### config.mk
export PLATFORM = sky130hd
export DESIGN_NAME = dma_legacy_regs
export DESIGN_NICKNAME = d
export VERILOG_FILES = /design/src/rtl/dma_legacy_regs.sv
export SDC_FILE = /design/constraint.sdc
export NUM_CORES = 1
export LEC_CHECK = 0
export BUFFER_PORTS_ARGS = -buffer_cell sky130_fd_sc_hd__buf_2
export CORE_ASPECT_RATIO = 0.8
export CORE_MARGIN = 3
export CORE_UTILIZATION = 43
export CTS_BUF_LIST = sky130_fd_sc_hd__clkbuf_8
export DETAILED_ROUTE_END_ITERATION = 8
export GPL_TIMING_DRIVEN = 0
export PLACE_DENSITY_LB_ADDON = 0.05
export SYNTH_ARGS = -nofsm -noshare
export SYNTH_HDL_FRONTEND = slang
export SYNTH_SLANG_ARGS = --single-unit
### constraint.sdc
create_clock -name clk -period 1.46 [get_ports clk]
set_input_delay 0.073 -clock clk [delete_from_list [all_inputs] [get_ports clk]]
set_output_delay 0.073 -clock clk [all_outputs]
set_load 0.03 [all_outputs]
### src/rtl/dma_legacy_regs.sv
module dma_legacy_regs #(
  parameter int CA_W = 24,
  parameter int RW   = 16,
  parameter int DW   = 8
) (
  input  logic            clk,
  input  logic            rst_n,
  input  logic            io_rd,
  input  logic            io_wr,
  input  logic [3:0]      io_port,
  input  logic [DW-1:0]   io_wdata,
  input  logic [2:0]      chan_code,
  input  logic            stat_rd_en,
  input  logic [CA_W-1:0] live_addr,
  input  logic [RW-1:0]   live_count,
  output logic [RW-1:0]   base_addr,
  output logic [RW-1:0]   base_count,
  output logic            byte_hi,
  output logic            rd_claim,
  output logic [DW-1:0]   rd_data
);
  localparam logic [3:0] P_ADDR = 4'h0;
  localparam logic [3:0] P_CNT  = 4'h1;
  localparam logic [3:0] P_CLR  = 4'hC;

  wire chan_win = ~io_port[3];
  wire touch    = (io_rd | io_wr) & chan_win;
  wire clr      = io_wr & (io_port == P_CLR);
  wire wr_addr  = io_wr & (io_port == P_ADDR);
  wire wr_cnt   = io_wr & (io_port == P_CNT);

  always_ff @(posedge clk or negedge rst_n)
    if (!rst_n)     byte_hi <= 1'b0;
    else if (clr)   byte_hi <= 1'b0;
    else if (touch) byte_hi <= ~byte_hi;

  always_ff @(posedge clk or negedge rst_n)
    if (!rst_n) begin
      base_addr  <= '0;
      base_count <= '0;
    end else begin
      if (wr_addr) begin
        if (byte_hi) base_addr[2*DW-1:DW] <= io_wdata;
        else         base_addr[DW-1:0]    <= io_wdata;
      end
      if (wr_cnt) begin
        if (byte_hi) base_count[2*DW-1:DW] <= io_wdata;
        else         base_count[DW-1:0]    <= io_wdata;
      end
    end

  wire [DW-1:0] addr_byte = byte_hi ? live_addr[2*DW-1:DW]  : live_addr[DW-1:0];
  wire [DW-1:0] cnt_byte  = byte_hi ? live_count[2*DW-1:DW] : live_count[DW-1:0];

  assign rd_claim = io_rd & stat_rd_en & (chan_code == 3'b000) &
                    ((io_port == P_ADDR) | (io_port == P_CNT));
  assign rd_data  = !rd_claim ? '0 : (io_port == P_ADDR) ? addr_byte : cnt_byte;
endmodule


Yosys cells after proc, flatten, opt, wreduce, memory -nomap -nowiden
Index checks and enable logic that the tools add are counted.
{"block": "totals", "regBits": 33, "output_inout_bits": 42, "wordCells": 31}
{"block": "classes", "n_eq_ne": 2, "mux": 6, "bitwise_logic": 11, "n_reduce_logical": 7}
{"cell": "2-to-1 mux 8 bit", "n": 4}
{"cell": "AND reduction 2 bit", "n": 4}
{"cell": "bitwise AND 1 bit", "n": 7}
{"cell": "equality test 4 x 1 -> 1 bit, second input constant", "n": 1}
{"cell": "equality test 4 bit, second input constant", "n": 1}
{"cell": "zero test 4 bit", "n": 1}
{"cell": "zero test 3 bit", "n": 1}
{"cell": "2-to-1 mux 1 bit", "n": 2}
{"cell": "inverter 1 bit", "n": 2}
{"cell": "bitwise OR 1 bit", "n": 2}
{"cell": "nonzero test 2 bit", "n": 1}

Logic depth before layout (Yosys ltp)
{"block": "logic_depth", "word_depth": 4, "mapped_depth": 4}

Worst setup path after synthesis
Ideal clock, no wire load.
{"block": "synth_timing", "path_type": "register -> output", "from": "reg byte_hi", "to": "out rd_data[0]", "t_arrival_ns": 1.578, "required_ns": 1.387, "setup_slack_ns": -0.191, "stages_incl_launch_ff": 5, "cell_sequence": "dfrtp_1 > buf_6 > buf_6 > mux4_2 > nor2b_1"}
{"block": "synth_via", "elab_chain_len": 3, "elab_cells_between_ends": 4}
{"element": "start, declared", "line": "18", "text": "output logic byte_hi,"}
{"element": "start signal, assigned", "line": "35", "text": "else if (touch) byte_hi <= ~byte_hi;"}
{"element": "2-to-1 mux 8 bit (on tied branches)", "line": "53, 52"}
{"element": "2-to-1 mux 8 bit * (2 in series)", "line": "57", "text": "assign rd_data = !rd_claim ? '0 : (io_port == P_ADDR) ? addr_byte : cnt_byte;"}
{"element": "end, declared", "line": "20", "text": "output logic [DW-1:0] rd_data"}
Mark *: on every way between the ends. The rest lies on a longest branch, timed or not.

Worst setup path in the final report
{"block": "layout_timing", "from": "reg byte_hi", "to": "out rd_data[1]"}
Same word-level chain as after synthesis.

==> metrics.txt <==
worst endpoint required time 1.39 ns; clock group share of total power 19.5%; post-synthesis xor/xnor area fraction 0%; Initial Util 45.49%; syn_nets 161; drt pass-1 iters 4; vias in the first global route 1311; RSZ-0062 raised after global routing yes; Fin. Hold Viols 0; Multi-input gate area 810.8 µm²; initial antenna violation count 0; failing checks negative setup slack; die width 73.75 µm; Peak VDD IR 0.001059 V; Worst EP arrival 1.65 ns; most used cell, CP buf_6; fillers 256; Comb power frac 42.7%; Min-Delay Path Class in2reg; outcome finished with violations; Synth warnings 0; CTS Root Cell clkbuf_8; clk_lat worst skew 0.28 ns; Synth Area in Simple Gates 10.38%; GRT Total Usage 19.31%; Sink Count 33; area delta synth->final 53.17%; final cycle utilization of the critical path 117.8%; clk slew on worst S/H paths 0.06 ns; Post-Synth Adder-Cell Area 0%; total CTS buffers 5; Setup-failing EPs final 24; cell count after synthesis 101; Switch Pwr 1.249 mW; met2 layer usage reported by global route 34.22%; CORE AREA 0.003471 mm²; vias 1289; Final Non-Filler Cells 250; H-Tree Depth 2; DR iter-0 viols 34; Residual DRC 0; clock skew 0.003819 ns; sw frac 36.65%; CTS tree built; P per Cell Area 1409 mW/mm²; CP Launch Type flop; GRT overflow 0; I/O Pins 102; setup ws final -0.2600 ns; post-layout min period 1.720 ns; final slew viol count 0; Internal 2.158 mW; largest net degree at the start of global routing 34; global routing usage on met1 21.56%; post-route ant nets 0; synthesized cell area 0.001579 mm²; first-pass GRT wire length 6.216 mm; die area 0.004440 mm²; wire per inst 16.55 µm; count of cell types in the netlist 20; delay of the slowest cell on the worst path 0.49 ns; Least-Margin Pin Slew 0.7288 ns; row cnt 19; Inst Count DP 236; Slew HR 51.41%; post-synthesis mux area share 34.23%; hold_ws 0.06119 ns; crit-path leading delay family multiplexers; crit path kind reg2out; routability cong. 0.7313; Worst Path Max Fanout 5; critical path buffer and inverter count 3; sequential share of power 37.8%; FMAX 581.4 MHz; Vias per Instance 5.156; Cell Chain, Critical Path buf_6 -> buf_12 -> mux4_2 -> nor2b_4 -> buf_6; met3 Usage GRT 5.378%; Compound-Gate Fraction of Synth Area 0.9509%; crit end category output pin; Clock Path Buffers 2; HPWL Detailed 3.084 mm; Mapped Avg Cell Area 15.63 µm²; synthesized flop and latch total 33; largest family of logic cells by synthesized area multiplexers; register area share after synthesis 52.30%; die height 60.20 µm; Power Total 3.407 mW; layout cells sized above 1 77.40%; layer with the highest usage met2; CP max-delay cell mux4_2; Max Cap Viol 0; DRT Wirelength 4.137 mm; antenna cells 0; I/O Buffers 93; sequential cell area 827.0 µm²; P_leak 1.284 nW; nets 268
-- cells by family after synthesis --
family / Yosys count
multiplexers: 40
AO/OA/AOI/OAI: 2
flip-flops: 33
buffers and inverters: 4
AND/OR/NAND/NOR: 22
-- registers in the layout, indices dropped and copies added, names as in the netlist --
name,flops
base_addr,16
base_count,16
byte_hi,1
-- power groups by stage --
| stage | Clock [mW] | Combinational, mW | Sequential (mW) |
|---|---|---|---|
| 6_report | 0.664 | 1.45 | 1.29 |
| 2_1_floorplan | 0 | 0.406 | 1.81 |
| 3_3_place_gp | 0 | 1.32 | 1.28 |
| 5_1_grt | 0.710 | 1.54 | 1.32 |
| 4_1_cts | 0.681 | 1.45 | 1.29 |
| 3_5_place_dp | 0 | 1.34 | 1.30 |
-- layer usage --
| layer | routed length, µm | vias up | share of wire, % |
|---|---|---|---|
| met5 | 0 | - | 0 |
| met4 | 62 | 0 | 1.5 |
| met3 | 305 | 7 | 7.4 |
| met2 | 2211 | 43 | 53 |
| met1 | 1557 | 644 | 38 |
| li1 | - | 595 | - |
-- through the flow --
| step | instance area, µm² | TNS, ns | setup WS, ns | util [%] |
|---|---|---|---|---|
| after floorplan | 1615 | -0.2676 | -0.04837 | - |
| after global routing | 2419 | -5.712 | -0.3175 | 69.68 |
| after global placement | 2133 | -0.6206 | -0.08479 | 61.46 |
| after CTS | 2376 | -4.692 | -0.2837 | 68.46 |
| after detailed placement | 2133 | -1.429 | -0.1429 | 61.46 |
| final | 2419 | -4.459 | -0.2600 | 69.68 |
-- Yosys cell counts --
master,number,area (µm²)
a211oi_1,1,7.510
and2b_1,1,7.510
buf_4,1,7.510
buf_6,2,22.52
dfrtp_1,33,825.8
inv_1,1,3.750
mux2_1,2,22.52
mux2_2,30,337.8
mux4_2,8,180.2
nand2_1,1,3.750
nand2_2,2,12.51
nand4_2,2,25.02
nand4b_1,1,8.760
nor2_1,3,11.26
nor2b_1,8,50.05
nor3_1,1,5.000
nor3b_1,1,7.510
nor4b_1,1,8.760
nor4b_4,1,23.77
o31ai_1,1,7.510
-- worst paths after layout --
path | cells past startpoint | to | slack [ns] | start
worst max-delay path | 5 | rd_data[1] | -0.26 | byte_hi$_DFFE_PN0P_
worst min-delay path | 2 | base_count[14]$_DFFE_PN0P_ | 0.06 | io_wdata[6]
worst max register to register | 5 | base_count[1]$_DFFE_PN0P_ | -0.18 | byte_hi$_DFFE_PN0P_
worst min register to register | 1 | base_addr[12]$_DFFE_PN0P_ | 0.50 | base_addr[12]$_DFFE_PN0P_
max in group asynchronous | 2 | byte_hi$_DFFE_PN0P_ | 0.56 | rst_n
min in group asynchronous | 2 | base_addr[13]$_DFFE_PN0P_ | 0.39 | rst_n
-- layout by cell type (no fill, tap or decap) --
cell | Yosys | final
buf_2 | 0 | 85
dfrtp_1 | 33 | 32
nand4_4 | 0 | 2
and2b_1 | 1 | 1
nor4b_4 | 1 | 1
nand2_4 | 0 | 2
nor2b_1 | 8 | 1
buf_12 | 0 | 2
nor2b_4 | 0 | 7
buf_16 | 0 | 1
nor3b_1 | 1 | 1
a211oi_1 | 1 | 1
dfrtp_2 | 0 | 1
nand2_1 | 1 | 1
mux2_2 | 30 | 29
inv_1 | 1 | 2
nor4b_1 | 1 | 1
nand4b_1 | 1 | 1
nor2_1 | 3 | 3
clkbuf_8 | 0 | 6
nor3_1 | 1 | 1
buf_4 | 1 | 6
o31ai_1 | 1 | 1
mux2_4 | 0 | 3
buf_6 | 2 | 8
mux4_2 | 8 | 8
dlygate4sd3_1 | 0 | 1
-- area by class of cell --
class | count | share of cell area, %
Inverter | 1 | 0.1552
Timing Repair Buffer | 100 | 24.78
Sequential cell | 33 | 34.20
Clock inverter | 1 | 0.1552
Multi-Input combinational cell | 64 | 33.52
Tap cell | 42 | 2.173
Buffer | 3 | 1.604
Clock buffer | 6 | 3.414
-- repair_timing --
item,4_1_cts,5_1_grt
hold buffers,1,0
setup buffers,4,1
setup endpoints to repair,21,24
pin swaps,2,0
endpoints found under the hold margin,33,0
cloned,1,0
gates resized for setup,18,11
Power figures use the tool's default switching activity.
